## src/rtl/scr_pkg.sv

```systemverilog
package scr_pkg;

    localparam int WORD_BITS = 24;
    localparam int DATA_W    = 16;
    localparam int ADDR_W    = 4;
    localparam int CNT_W     = $clog2(WORD_BITS);
    localparam int LAST_BIT  = WORD_BITS - 1;

    // Bit order on the wire, most significant first.
    typedef struct packed {
        logic [DATA_W-1:0] data;
        logic [ADDR_W-1:0] addr;
        logic              rsv_zero;
        logic              mode_imm;
        logic              mode_xclk;
        logic              fill_zero;
    } cmd_word_t;

    typedef struct packed {
        logic imm;
        logic xclk;
    } mode_t;

    // A logic 1 from either the word or the pin selects the mode.
    function automatic logic mode_merge(input logic word_bit, input logic pin_bit);
        return word_bit | pin_bit;
    endfunction

endpackage

```

## src/rtl/scr_sync.sv

```systemverilog
module scr_sync #(
    parameter int              W       = 3,
    parameter int              STAGES  = 2,
    parameter logic [W-1:0]    RST_VAL = '0
) (
    input  logic         clk,
    input  logic         rst,
    input  logic [W-1:0] d,
    output logic [W-1:0] q,
    output logic [W-1:0] q_prev
);

    logic [W-1:0] stg [STAGES];

    generate
        for (genvar i = 0; i < STAGES; i++) begin : g_stage
            if (i == 0) begin : g_first
                always_ff @(posedge clk) begin
                    if (rst) stg[0] <= RST_VAL;
                    else     stg[0] <= d;
                end
            end else begin : g_next
                always_ff @(posedge clk) begin
                    if (rst) stg[i] <= RST_VAL;
                    else     stg[i] <= stg[i-1];
                end
            end
        end
    endgenerate

    always_ff @(posedge clk) begin
        if (rst) q_prev <= RST_VAL;
        else     q_prev <= stg[STAGES-1];
    end

    assign q = stg[STAGES-1];

endmodule

```

## src/rtl/scr_shift.sv

```systemverilog
module scr_shift
    import scr_pkg::*;
(
    input  logic      clk,
    input  logic      rst,
    input  logic      sel_lvl,
    input  logic      sel_prev,
    input  logic      sck_lvl,
    input  logic      sck_prev,
    input  logic      sdi_lvl,
    input  logic      hold,
    output logic      word_vld,
    output cmd_word_t word_q,
    output logic      frame_q
);

    logic                 sck_rise;
    logic                 sel_fall;
    logic                 in_frame;
    logic [CNT_W-1:0]     bit_cnt;
    logic [WORD_BITS-1:0] sreg;
    logic [WORD_BITS-1:0] sreg_nxt;

    assign sck_rise = sck_lvl & ~sck_prev;
    assign sel_fall = ~sel_lvl & sel_prev;
    assign in_frame = ~sel_lvl & ~hold;
    assign sreg_nxt = {sreg[WORD_BITS-2:0], sdi_lvl};

    always_ff @(posedge clk) begin
        if (rst) begin
            bit_cnt  <= '0;
            sreg     <= '0;
            word_vld <= 1'b0;
            word_q   <= '0;
            frame_q  <= 1'b0;
        end else begin
            word_vld <= 1'b0;
            frame_q  <= in_frame;
            if (!in_frame || sel_fall) begin
                // Leftover bits of an unfinished word are dropped here.
                bit_cnt <= '0;
            end else if (sck_rise) begin
                sreg <= sreg_nxt;
                if (bit_cnt == CNT_W'(LAST_BIT)) begin
                    bit_cnt  <= '0;
                    word_vld <= 1'b1;
                    word_q   <= cmd_word_t'(sreg_nxt);
                end else begin
                    bit_cnt <= bit_cnt + 1'b1;
                end
            end
        end
    end

endmodule

```

## src/rtl/scr_decode.sv

```systemverilog
module scr_decode
    import scr_pkg::*;
(
    input  logic              clk,
    input  logic              rst,
    input  logic              word_vld,
    input  cmd_word_t         word_d,
    input  logic              imm_pin,
    input  logic              xclk_pin,
    output logic              mem_we,
    output logic [ADDR_W-1:0] mem_addr,
    output logic [DATA_W-1:0] mem_wdata,
    output logic              word_done,
    output logic [ADDR_W-1:0] word_addr,
    output logic              word_imm,
    output logic              imm_eff,
    output logic              xclk_eff
);

    mode_t mode_q;

    always_ff @(posedge clk) begin
        if (rst) begin
            mode_q    <= '0;
            mem_we    <= 1'b0;
            mem_addr  <= '0;
            mem_wdata <= '0;
            word_done <= 1'b0;
            word_addr <= '0;
            word_imm  <= 1'b0;
        end else begin
            mem_we    <= word_vld;
            word_done <= word_vld;
            if (word_vld) begin
                mode_q.imm  <= word_d.mode_imm;
                mode_q.xclk <= word_d.mode_xclk;
                mem_addr    <= word_d.addr;
                mem_wdata   <= word_d.data;
                word_addr   <= word_d.addr;
                word_imm    <= mode_merge(word_d.mode_imm, imm_pin);
            end
        end
    end

    assign imm_eff  = mode_merge(mode_q.imm, imm_pin);
    assign xclk_eff = mode_merge(mode_q.xclk, xclk_pin);

endmodule

```

## src/rtl/serial_cmd_rx.sv

```systemverilog
module serial_cmd_rx
    import scr_pkg::*;
#(
    parameter int SYNC_STAGES = 2
) (
    input  logic              clk,
    input  logic              rst,
    input  logic              sel_n,
    input  logic              sck,
    input  logic              sdi,
    input  logic              imm_pin,
    input  logic              xclk_pin,
    input  logic              fill_busy,
    output logic              mem_we,
    output logic [ADDR_W-1:0] mem_addr,
    output logic [DATA_W-1:0] mem_wdata,
    output logic              imm_eff,
    output logic              xclk_eff,
    output logic              frame_active,
    output logic              word_done,
    output logic [ADDR_W-1:0] word_addr,
    output logic              word_imm
);

    localparam int PINS = 3;

    logic [PINS-1:0] pins_q;
    logic [PINS-1:0] pins_p;
    logic            word_vld;
    cmd_word_t       word_w;

    scr_sync #(
        .W       (PINS),
        .STAGES  (SYNC_STAGES),
        .RST_VAL (3'b100)
    ) sync_i (
        .clk    (clk),
        .rst    (rst),
        .d      ({sel_n, sck, sdi}),
        .q      (pins_q),
        .q_prev (pins_p)
    );

    scr_shift shift_i (
        .clk      (clk),
        .rst      (rst),
        .sel_lvl  (pins_q[2]),
        .sel_prev (pins_p[2]),
        .sck_lvl  (pins_q[1]),
        .sck_prev (pins_p[1]),
        .sdi_lvl  (pins_q[0]),
        .hold     (fill_busy),
        .word_vld (word_vld),
        .word_q   (word_w),
        .frame_q  (frame_active)
    );

    scr_decode decode_i (
        .clk       (clk),
        .rst       (rst),
        .word_vld  (word_vld),
        .word_d    (word_w),
        .imm_pin   (imm_pin),
        .xclk_pin  (xclk_pin),
        .mem_we    (mem_we),
        .mem_addr  (mem_addr),
        .mem_wdata (mem_wdata),
        .word_done (word_done),
        .word_addr (word_addr),
        .word_imm  (word_imm),
        .imm_eff   (imm_eff),
        .xclk_eff  (xclk_eff)
    );

endmodule

```

## config.mk

```make
export PLATFORM = sky130hd
export DESIGN_NAME = serial_cmd_rx
export DESIGN_NICKNAME = d
export VERILOG_FILES = /design/src/rtl/scr_pkg.sv /design/src/rtl/scr_sync.sv /design/src/rtl/scr_shift.sv /design/src/rtl/scr_decode.sv /design/src/rtl/serial_cmd_rx.sv
export SDC_FILE = /design/constraint.sdc
export NUM_CORES = 1
export LEC_CHECK = 0
export BUFFER_PORTS_ARGS = -buffer_cell sky130_fd_sc_hd__buf_2
export CAP_MARGIN = 25
export CELL_PAD_IN_SITES_DETAIL_PLACEMENT = 0
export CELL_PAD_IN_SITES_GLOBAL_PLACEMENT = 1
export CORE_MARGIN = 2
export CORE_UTILIZATION = 50
export CTS_BUF_LIST = sky130_fd_sc_hd__clkbuf_8
export DETAILED_ROUTE_END_ITERATION = 8
export PLACE_DENSITY_LB_ADDON = 0.1
export SKIP_CTS_REPAIR_TIMING = 1
export SYNTH_ARGS = -nofsm -noshare
export SYNTH_HDL_FRONTEND = slang
export SYNTH_SLANG_ARGS = --single-unit
```

## constraint.sdc

```tcl
create_clock -name clk -period 2.7 [get_ports clk]
set_clock_uncertainty 0.15 [all_clocks]
set_input_delay 0.135 -clock clk [delete_from_list [all_inputs] [get_ports clk]]
set_output_delay 0.135 -clock clk [all_outputs]
set_load 0.01 [all_outputs]
```

Yosys cells after proc, flatten, opt, wreduce, memory -nomap -nowiden
Memory sizes are Yosys's and may differ from the RTL's.
Index checks and enable logic that the tools add are counted.
{"block": "totals", "reg_bits": 79, "latchBits": 0, "mem_bits_rw": 6, "mem_bits_ro": 0, "input_bits": 8, "output_inout_bits": 30, "wordCells": 44, "mem_count": 1}
{"block": "op_classes", "n_addsub": 1, "n_mul": 0, "n_div": 0, "magnitude_cmp": 0, "eq_ne": 1, "n_shift": 0, "mux": 7, "bitwise_logic": 13, "reduce_logical": 6}
{"name": "sync_i.stg", "depth": 2, "word_bits": 3, "read_ports": 2, "rd_ports_with_merged_regs": 0, "write_ports": 2, "line": "scr_sync.sv:13", "source": "logic [W-1:0] stg [STAGES];"}
{"operator": "$mux 3", "n": 2}
{"operator": "$add 5x1->5 const B", "n": 1}
{"operator": "$eq 5x5->1 const B", "n": 1}
{"operator": "$mux 5", "n": 1}
{"operator": "$not 1->1", "n": 5}
{"operator": "$or 1x1->1", "n": 5}
{"operator": "$mux 1", "n": 4}
{"operator": "$and 1x1->1", "n": 3}
{"operator": "$reduce_and 3->1", "n": 1}
{"operator": "$reduce_or 3->1", "n": 1}
{"operator": "$reduce_and 2->1", "n": 1}
{"operator": "$reduce_or 2->1", "n": 1}
{"operator": "$logic_not 1->1", "n": 1}
{"operator": "$logic_or 1x1->1", "n": 1}

Logic depth before layout (Yosys ltp)
Gate-level depths: netlist of the first run.
{"block": "depth", "ltp_word": 6, "depth_mapped": 5, "depth_no_buf": 4}

Modules after synthesis
From an unflattened synthesis of the first run, not the netlist that was laid out.
{"block": "hier_totals", "cells_unflattened": 344, "hier_area_um2": 3399.5}
{"mod": "scr_shift", "instances": 1, "cells_per_inst": 242, "area_per_inst_um2": 2248.4, "seq_area_each_um2": 1081.0}
{"mod": "scr_decode", "instances": 1, "cells_per_inst": 84, "area_per_inst_um2": 914.6, "seq_area_each_um2": 480.5}
{"mod": "scr_sync", "instances": 1, "cells_per_inst": 18, "area_per_inst_um2": 236.5, "seq_area_each_um2": 180.2}

Worst setup path before layout of the first run
No wires, ideal clock.
{"block": "synth_timing", "path_kind": "flip-flop to flip-flop", "startpoint": "register sync_i.q_prev[1] (read register of sync_i.stg)", "endpoint": "register shift_i.word_q[10] in the netlist's numbering", "setup_ns": 0.072, "arrival_time_ns": 1.606, "t_required_ns": 2.478, "slack_ns": 0.873, "stages_incl_launch_ff": 6, "n_path_buf": 2, "synth_period_minus_slack_ns": 1.827, "path_cell_list": "dfxtp_1 > or4b_1 > buf_2 > nor3_4 > buf_8 > mux2i_1"}
{"block": "synth_between", "elab_chain_len": 3}
{"item": "start: declaration", "line": "scr_sync.sv:10", "source": "output logic [W-1:0] q_prev"}
{"item": "$not 1->1", "line": "scr_shift.sv:24", "source": "assign sck_rise = sck_lvl & ~sck_prev;"}
{"item": "$and 1x1->1", "line": "scr_shift.sv:24"}
{"item": "$reduce_and 3->1 (no source line)"}
{"item": "end signal: assignment", "line": "scr_shift.sv:47", "source": "word_q <= cmd_word_t'(sreg_nxt);"}
{"item": "end: declaration", "line": "scr_shift.sv:13", "source": "output cmd_word_t word_q,"}
No other way between the ends.
A chain may end at the register's enable or synchronous reset.

Worst setup path after layout of the first run
{"block": "layout_timing", "startpoint": "input fill_busy", "endpoint": "register shift_i.word_q[4] in the netlist's numbering"}
{"block": "layout_between", "elab_chain_len": 6}
{"item": "start: declaration", "line": "serial_cmd_rx.sv:13", "source": "input logic fill_busy,"}
{"item": "$not 1->1", "line": "scr_shift.sv:26", "source": "assign in_frame = ~sel_lvl & ~hold;"}
{"item": "$and 1x1->1", "line": "scr_shift.sv:26"}
{"item": "$logic_not 1->1", "line": "scr_shift.sv:39", "source": "if (!in_frame || sel_fall) begin"}
{"item": "$logic_or 1x1->1", "line": "scr_shift.sv:39"}
{"item": "$not 1->1 (no source line)"}
{"item": "$reduce_and 3->1 (no source line)"}
No other way between the ends.

==> results of run 1 <==
==> per-stage QoR <==
stage | setup WS, ns | total power (W) | cells | instance area [um2] | hold WS, ns
CTS | 0.754 | 0.00217 | 441 | 3630 | -0.196
finish | 0.759 | 0.00216 | 446 | 3680 | 0.110
global route | 0.636 | 0.00223 | 446 | 3680 | 0.137
floorplan | 0.873 | 0.00131 | 337 | 3270 | 0.0569
detailed placement | 0.767 | 0.00133 | 426 | 3450 | 0.170
global placement | 0.808 | 0.00133 | 426 | 3450 | 0.171
==> layout make-up <==
cell class | instances | area (um2)
flip-flops and latches | 84 | 1680
fillers | 592 | 2670
clock inverters | 5 | 46.3
clock buffers | 10 | 138
well taps | 77 | 96.3
repair buffers | 49 | 288
inverters | 3 | 11.3
multi-input cells | 218 | 1420
==> flip-flops by register name, indices dropped and copies added, names as in the netlist <==
signal / count
shift_i.sreg: 23
shift_i.word_q: 22
decode_i.mem_wdata: 16
sync_i.stg: 6
shift_i.bit_cnt: 5
decode_i.mem_addr: 4
decode_i.mode_q: 2
sync_i.q_prev: 2
decode_i.word_done: 1
decode_i.word_imm: 1
shift_i.frame_q: 1
shift_i.word_vld: 1
==> Yosys cell counts, types with 2 or more instances <==
cell and instances:
dfxtp_1 84, mux2i_1 45, nand2b_1 44, nor2_1 27
a21oi_1 24, clkbuf_1 23, nand3_1 23, o21ai_0 23
nor2b_1 7, buf_4 5, or2_2 5, inv_1 3
buf_2 2, buf_8 2, nand4b_1 2, nor3_1 2
==> cell usage in the layout, fill, tap and decap left out, types with 2 or more instances in the layout <==
cell type,netlist,layout
dlygate4sd3_1,0,5
inv_1,3,6
a21oi_1,24,24
nor2b_1,7,7
nor3_1,2,2
dfxtp_1,84,84
buf_2,2,37
clkbuf_8,0,10
mux2i_1,45,45
nor2_1,27,27
nand3_1,23,23
buf_4,5,7
nand4b_1,2,2
o21ai_0,23,23
or2_2,5,5
nand2b_1,44,44
==> routing by layer <==
layer / track usage / vias to the layer above / wire length, um
met5: 0 / - / 0
met4: 0.0967 / 0 / 42
met3: 0.0379 / 4 / 222
met2: 0.269 / 46 / 2520
met1: 0.241 / 1085 / 3150
li1: - / 1190 / -
==> worst reg2reg max path, delay by kind of cell, from the launching register on <==
family / cells / cell delay (ns)
flip-flops: 1 / 0.59
AND/OR/NAND/NOR: 1 / 0.74
AO/OA/AOI/OAI: 2 / 0.37
==> logic make-up after synthesis <==
group,share of synthesized area
buf+inv,0.0536
compound gates,0.0815
mux,0.138
flops,0.514
fa+ha+maj,0.00382
xor+xnor,0.00536
simple gates,0.204
==> power by group through the flow <==
stage	registers [W]	clock network [W]	logic, W
6_report	0.00125	0.000852	0.0000567
5_1_grt	0.00125	0.000920	0.0000619
4_1_cts	0.00125	0.000872	0.0000518
3_5_place_dp	0.00128	0	0.0000517
3_3_place_gp	0.00128	0	0.0000520
2_1_floorplan	0.00127	0	0.0000414
==> worst max path at each step <==
stage	from	end	slack [ns]	depth (start not counted)
finish	fill_busy	shift_i.word_q[4]	0.76	6
global route	fill_busy	shift_i.word_q[15]	0.64	6
CTS	sync_i.stg[1][2]	shift_i.bit_cnt[3]	0.75	3
detailed placement	sync_i.stg[1][2]	shift_i.bit_cnt[3]	0.77	3
global placement	sync_i.stg[1][2]	shift_i.bit_cnt[3]	0.81	3
floorplan	sync_i.q_prev[1]	shift_i.word_q[10]	0.87	5
==> metrics, run 1 <==
Net Sw Frac 0.210; Slowest Stage Delay on Critical Path around 0.57 ns; Hold Path Class in -> reg; WS Path Type in -> reg; Die Width approximately 85 um; final count of hold timing violations 0; Layout Utilization 0.580; leakage 1.32 nW; hpwl dp between 3000 and 4000 um; worst-path cell chain dlygate4sd3_1 > buf_2 > or4b_1 > nor3_4 > buf_4 > mux2i_1; CTS sink cnt 84; DR vias/cell roughly 5.2; share of the synthesized area in the top cell type 0.514; Gate Count Post-Synth between 300 and 400; DRC violation count after routing 0; clock network power share 0.395; final wirelength between 5000 and 6000 um; Placer Congestion ~0.77; mean routed wirelength per cell 13.3 um; Post-Syn Nets between 300 and 400; Post-Syn Area about 3300 um2; routed vias approximately 2300; CTS tree yes; Pint approximately 0.0017 W; Die Ht about 85 um; vias in the first global route 2200; final worst-path cycle share 0.719; largest net degree at the start of global routing about 70; row cnt 29; DR pass1 iterations 4; Min-Delay Path Depth 2; H-Tree Level Count 3; first-pass GRT wire length 10300 um; Worst R2R End shift_i.bit_cnt[3]; Synthesis Warnings 0; R2R cell count 3; I/O Buffers 37; Num CTS Buffers 9; worst path bufs/invs 3; hold worst-path end decode_i.mem_wdata[3]; Largest delay share family, worst path buffers and inverters; Slew HR 0.431; Comb pwr share 0.026; CP Max Fanout 11; full die area just over 7000 um2; Worst VDD drop about 0.00030 V; clock tree buffer depth 2; Final Max Slew Viols 0; CP required about 2.8 ns; Syn-to-layout area delta 12.5%; Final min period 1.94 ns; R2R Path Start sync_i.stg[1][2]; reg-to-reg setup timing slack ~0.76 ns; top area cells in the synthesized netlist dfxtp_1 (51%), mux2i_1 (14%), nand2b_1 (8.4%), a21oi_1 (3.7%), nand3_1 (3.5%); Final #Nets between 300 and 400; Top Ports 38; Critical Path End Type flip-flop; Netlist cell types 32; async set-reset flop share out of synthesis 0; Yosys reg bits 84; Clock transition at path regs 0.08 ns; setup_tns 0 ns; layout cell share with drive strength beyond 1 0.171; status finished clean; EDFF count, synth 0; max-cap viol count 0; P_sw between 0.0004 and 0.0005 W; global route overflow 0; RSZ-0062 raised after global routing false; pwr dens a little under 600 nW/um2; Antenna Nets Post-Route 0; Global Route Usage Sum 0.179; Iter 0 DRT Violations around 140; Worst path slowest cell or4b_1; initial antenna violation count 0; Worst Max-Slew Pin Slew about 0.85 ns; Clk Tree Root Cell clkbuf_8; Initial Utilization 0.515; Seq/Total Area, Yosys 0.514; # diodes 0; Seq pwr share 0.579; Peak Freq 0.515 GHz; top_reg_cell synth dfxtp_1; worst hold start rst; Yosys top cell by area dfxtp_1; Critical Path Start Type input pin; CP arrival between 2 and 2.5 ns; Core Region ~6300 um2; worst-skew pair later-pin latency ~0.35 ns; # setup viols final 0; Avg Inst Size Synth 9.71 um2
No activity file was read; power rests on OpenSTA's default activity.
==> inputs of run 2 (changes only) <==
Settings changed: CORE_UTILIZATION 50 to 46.
Clock period 2.7 ns to 2 ns, I/O delays scaled along.
==> run 2 against run 1 <==
  * Design area grew 2.7%
  * Combinational power grew 50%
  * Clock power grew 63%
  * Cell count grew 4.5%
  * Die area grew 8.3%
  * Highest routed layer unchanged
==> metrics, run 2 (same netlist as run 1, synthesis figures left out) <==
Peak Freq 0.522 GHz; largest net degree at the start of global routing 101 (+49%); pwr dens 835 nW/um2 (+42%); CP required 2.12 ns (-0.70 ns); Clock transition at path regs 0.08 ns (about the same); Top Ports 38 (unchanged); Placer Congestion 0.711 (-7.3%); Die Width 88.3 um (+4.1%); Critical Path End Type flip-flop; row cnt 30 (+3.4%); most frequent cells in the layout dfxtp_1 (84), mux2i_1 (45), nand2b_1 (44); DP Worst Slack 0.153 ns (-0.613 ns); I/O Buffers 37 (unchanged); Final min period approximately 1.9 ns; final worst-path cycle share 0.958; leading cell type in the layout, fill and taps excluded dfxtp_1; status finished clean; worst setup margin 0.0830 ns (-0.676 ns); final wirelength 5920 um (-0.17%); Final Max Slew Viols 0 (unchanged); CTS sink cnt 84 (unchanged); Syn-to-layout area delta 15.5%; Slowest Stage Delay on Critical Path 0.59 ns (+0.02 ns); Worst VDD drop 0.000503 V (+67%); first-pass GRT wire length 9760 um (-4.9%); max-cap viol count 0 (unchanged); GR peak layer met1; GR met1 Demand/Resource 0.231 (-0.0102); layout cell share with drive strength beyond 1 0.173 (+0.00224); worst-skew pair later-pin latency 0.35 ns (about the same); RSZ-0062 raised after global routing false; Layout Utilization 0.553 (-0.0266); clock tree buffer depth 2 (unchanged); setup_tns 0 ns (unchanged); Iter 0 DRT Violations 142 (+5.2%); # diodes 0 (unchanged); leakage 1.34 nW (+1.7%); met2 global-route usage 0.228 (-0.0409); Worst path slowest cell or4b_1; Core Region 6830 um2 (+7.6%); Global Route Usage Sum 0.160 (-0.0184); Initial Utilization 0.479 (-0.0363); DRC violation count after routing 0 (unchanged); hpwl dp 3500 um (-2.1%); met3 Use GR 0.0354 (-0.00249); Worst Max-Slew Pin Slew 0.711 ns (-0.142 ns); Regs by FF count shift_i.sreg x23, shift_i.word_q x22, decode_i.mem_wdata x16; final count of hold timing violations 0 (unchanged); Fillers 678 (+15%); Num CTS Buffers 9 (unchanged); routed vias 2313 (-0.52%); CTS tree yes; Slew HR 0.526 (+0.0946); full die area 7800 um2 (+8.3%); Hold Path Class in -> reg; H-Tree Level Count 3 (unchanged); global route overflow 0 (unchanged); CP Max Fanout 22 (+11); number of flip-flops in the largest register 23 (unchanged); WHS 0.0608 ns (-0.0489 ns); WS Path Type in -> reg; vias in the first global route 1995 (-9.3%); Critical Path Start Type input pin; Clk Tree Root Cell clkbuf_8; # setup viols final 0 (unchanged); Die Ht 88.3 um (+4.1%); most flop-heavy register shift_i.sreg; mean routed wirelength per cell 12.7 um (-4.5%); worst-path cell chain dlygate4sd3_1 > buf_2 > or4b_1 > nor3_4 > buf_12 > mux2i_1; DR pass1 iterations 4 (unchanged); initial antenna violation count 0 (unchanged); Antenna Nets Post-Route 0 (unchanged); Final #Nets 374 (unchanged); DR vias/cell 4.96 (-4.8%); CP arrival 2.04 ns (-0.02 ns)
run 2: through the flow:
step	area, um2	power [W]	instances
6_report	3780	0.00316	466
5_1_grt	3780	0.00328	466
4_1_cts	3730	0.00318	461
3_5_place_dp	3500	0.00180	445
3_3_place_gp	3500	0.00180	445
2_1_floorplan	3270	0.00178	337
run 2: worst max-delay path: cells and delay by family:
kind | cells | cell delay (ns)
simple gates | 2 | 0.82
mux | 1 | 0.22
buf+inv | 3 | 0.90
run 2: worst paths after layout:
check	from	endpoint	depth (start not counted)	slack (ns)
worst max register to register	sync_i.q_prev[1]	shift_i.word_q[13]	4	0.15
worst min-delay path	rst	shift_i.bit_cnt[4]	3	0.06
worst max-delay path	fill_busy	shift_i.word_q[13]	6	0.08
worst min register to register	sync_i.stg[0][2]	sync_i.stg[1][2]	1	0.27
run 2: layout make-up:
type | count | area, um2 | share of cell area
clock buffer | 9 | 124 | 0.0328
clock inverter | 7 | 109 | 0.0288
inverter | 3 | 11.3 | 0.00298
multi-input combinational | 218 | 1420 | 0.376
sequential | 84 | 1680 | 0.445
tap | 96 | 120 | 0.0318
timing repair buffer | 49 | 313 | 0.0828
run 2: per-layer routing:
| metal | vias to the layer above | routed length (um) | share of wire |
|---|---|---|---|
| met5 | - | 0 | 0 |
| met4 | 0 | 88 | 0.015 |
| met3 | 10 | 204 | 0.034 |
| met2 | 51 | 2460 | 0.41 |
| met1 | 1065 | 3170 | 0.54 |
| li1 | 1187 | - | - |
run 2: where the power goes:
| part | switching, W | total (W) | internal [W] |
|---|---|---|---|
| sequential | 0.00000328 | 0.00168 | 0.00168 |
| combinational | 0.0000472 | 0.0000853 | 0.0000381 |
| clock | 0.000572 | 0.00139 | 0.000817 |
| total | 0.000623 | 0.00316 | 0.00253 |
==> inputs of run 3 (changes only) <==
Settings changed: ABC_AREA set to 1, CORE_UTILIZATION 46 to 44, CTS_CLUSTER_DIAMETER set to 150.
==> run 3 against run 2 <==
  * Worst setup slack gained 0.30 ns
  * Register-to-register slack gained 0.23 ns
  * Critical path depth is the same
  * Non-clock buffer count grew 2
  * Area after synthesis shrank 4.8%
  * Combinational power shrank 1%
  * Global-route usage grew 0.71 points
  * Wire length shrank 0.46%
  * Via count grew 5.8%
  * Highest routed layer unchanged
  * Fmax grew 19%
  * Sequential share of layout area grew 2.1 points
  * Die area shrank 0.47%
  * Largest power group unchanged
==> metrics, run 3 <==
leakage 1.61 nW (+20%); pwr dens 812 nW/um2 (-2.8%); Placer Congestion 0.713 (+0.30%); final worst-path cycle share 0.808 (-0.150); Gate Count Post-Synth 387 (+15%); final wirelength 5900 um (-0.46%); Top Ports 38 (unchanged); Clk Tree Root Cell clkbuf_8; Hold Path Class reg -> reg; Avg Inst Size Synth 8.04 um2 (-17%); hpwl dp 3590 um (+2.7%); row cnt 30 (unchanged); H-Tree Level Count 3 (unchanged); Register Area 1680 um2 (unchanged); leading cell type in the layout, fill and taps excluded nor2_1; Net Sw Frac 0.221 (+0.0232); Global Route Usage Sum 0.167 (+0.00712); Die Ht 88.1 um (-0.24%); CTS sink cnt 84 (unchanged); clock tree buffer depth 2 (unchanged); Regs by FF count shift_i.sreg x23, shift_i.word_q x22, decode_i.mem_wdata x16; area of the multi-input gates 1210 um2 (-15%); P_sw 0.000646 W (+3.8%); full die area 7760 um2 (-0.47%); EDFF count, synth 0 (unchanged); Synthesis Warnings 0 (unchanged); routed vias 2448 (+5.8%); Comb pwr share 0.029 (+0.002); worst setup margin 0.384 ns (+0.301 ns); most frequent cells in the layout nor2_1 (116), dfxtp_1 (84), o21ai_0 (47); commonest cells in the netlist nor2_1 (116), dfxtp_1 (84), o21ai_0 (47), nand2_1 (35), nand3_1 (32); I/O Buffers 37 (unchanged); Slew HR 0.533 (+0.00777); DP Worst Slack 0.416 ns (+0.263 ns); largest net degree at the start of global routing 83 (-18%); WS Path Type reg -> reg; top_reg_cell synth dfxtp_1; status finished clean; layout cell share with drive strength beyond 1 0.185 (+0.0116); setup_tns 0 ns (unchanged); Post-Syn Area 3110 um2 (-4.8%); CTS tree yes; Num CTS Buffers 9 (unchanged); Core Region 6830 um2 (unchanged); Yosys top cell by area dfxtp_1; Syn-to-layout area delta 16.0%; Antenna Nets Post-Route 0 (unchanged); Worst Max-Slew Pin Slew 0.699 ns (-0.0116 ns); mean routed wirelength per cell 11.3 um (-11%); Post-Syn Nets 396 (+14%); Iter 0 DRT Violations 106 (-25%); CP arrival 1.76 ns (-0.28 ns); first-pass GRT wire length 10000 um (+2.7%); Final min period 1.62 ns (-0.301 ns); max-cap viol count 0 (unchanged); Seq/Total Area, Yosys 0.540 (+0.0260); RSZ-0062 raised after global routing false; Final Max Slew Viols 0 (unchanged); share of the synthesized area in the top cell type 0.540 (+0.0260); Clock transition at path regs 0.09 ns (about the same); most flop-heavy register shift_i.sreg; Netlist cell types 24 (-25%); Die Width 88.1 um (-0.24%); Critical Path Start Type flip-flop; Final #Nets 432 (+16%); DRC violation count after routing 0 (unchanged); CP Max Fanout 22 (unchanged); top area cells in the synthesized netlist dfxtp_1 (54%), nor2_1 (14%), o21ai_0 (7.6%), nand3_1 (5.1%), nand2_1 (4.2%); initial antenna violation count 0 (unchanged); global route overflow 0 (unchanged); clock network power share 0.398 (-0.042); # diodes 0 (unchanged); Yosys reg bits 84 (unchanged); Seq pwr share 0.574 (+0.041); top-count cell post-synth nor2_1; CP required 2.14 ns (+0.02 ns); final count of hold timing violations 0 (unchanged); Peak Freq 0.619 GHz (+19%); Worst VDD drop 0.000529 V (+5.0%); DR vias/cell 4.67 (-5.9%); async set-reset flop share out of synthesis 0 (unchanged); Fillers 697 (+2.8%); worst-skew pair later-pin latency 0.35 ns (about the same); vias in the first global route 2161 (+8.3%); DR pass1 iterations 4 (unchanged); Initial Utilization 0.456 (-0.0231); Critical Path End Type flip-flop; # setup viols final 0 (unchanged); Pint 0.00228 W (-9.8%); number of flip-flops in the largest register 23 (unchanged)
==> run 3: cell count changes in the layout (fill, tap and decap cells not counted), moves of 3 or more <==
cell,change
nor2b_1,-7
nor2_1,+89
nand2_1,+34
dlygate4sd3_1,+3
mux2i_1,-45
o21ai_0,+24
nand3_2,+7
inv_1,+13
nor2_4,+5
nand3_1,+9
a21oi_1,-21
nand2b_1,-44
==> run 3: cells by family after synthesis <==
kind of cell,synth area share
and+or+nand+nor,0.299
DFF,0.540
AOI/OAI and AO/OA,0.0828
buffers and inverters,0.0711
xor gates and xnor gates,0.00281
adders and majority gates,0.00402
==> run 3: metal layers <==
metal / track usage / part of all wire / vias to the layer above
li1: - / - / 1299
met4: 0.0840 / 0.015 / 0
met3: 0.0434 / 0.048 / 7
met1: 0.233 / 0.53 / 1081
met2: 0.240 / 0.41 / 61
met5: 0 / 0 / -
==> run 3: path summary, 6_finish.rpt <==
path                      startpoint                end  slack [ns]  cells after the start
setup / recovery  shift_i.bit_cnt[0]  shift_i.word_q[1]        0.38                      6
hold / removal      sync_i.stg[0][0]   sync_i.stg[1][0]        0.26                      2
setup reg to reg  shift_i.bit_cnt[0]  shift_i.word_q[1]        0.38                      6
hold reg to reg     sync_i.stg[0][0]   sync_i.stg[1][0]        0.26                      2
==> run 3: layout make-up <==
type                       instances  area share
tap                               96      0.0333
inverter                          19      0.0198
timing repair buffer              51      0.0929
clock buffer                       9      0.0343
sequential                        84       0.466
multi-input combinational        258       0.335
clock inverter                     7      0.0191
==> run 3: power groups by stage <==
| stage | clock (W) | combinational [W] | sequential (W) |
|---|---|---|---|
| final | 0.00117 | 0.0000842 | 0.00168 |
| after floorplan | 0 | 0.0000507 | 0.00172 |
| after global placement | 0 | 0.0000723 | 0.00172 |
| after CTS | 0.00122 | 0.0000733 | 0.00168 |
| after detailed placement | 0 | 0.0000735 | 0.00172 |
| after global routing | 0.00129 | 0.0000955 | 0.00168 |
==> run 3: through the flow <==
step,instances,hold WS [ns],instance area (um2),power (W),util
2_1_floorplan,387,0.0216,3110,0.00177,-
3_3_place_gp,500,0.133,3340,0.00179,0.489
3_5_place_dp,500,0.141,3340,0.00179,0.489
4_1_cts,516,-0.243,3530,0.00297,0.517
5_1_grt,524,0.281,3610,0.00306,0.529
6_report,524,0.256,3610,0.00293,0.529
==> run 3: worst max-delay path: stages, from the launching register on <==
cell and delay (ns):
dfxtp_1 0.38, ha_1 0.26, nand4_1 0.20, nor2_4 0.13, buf_4 0.26, nand3_1 0.12, nand2_1 0.07
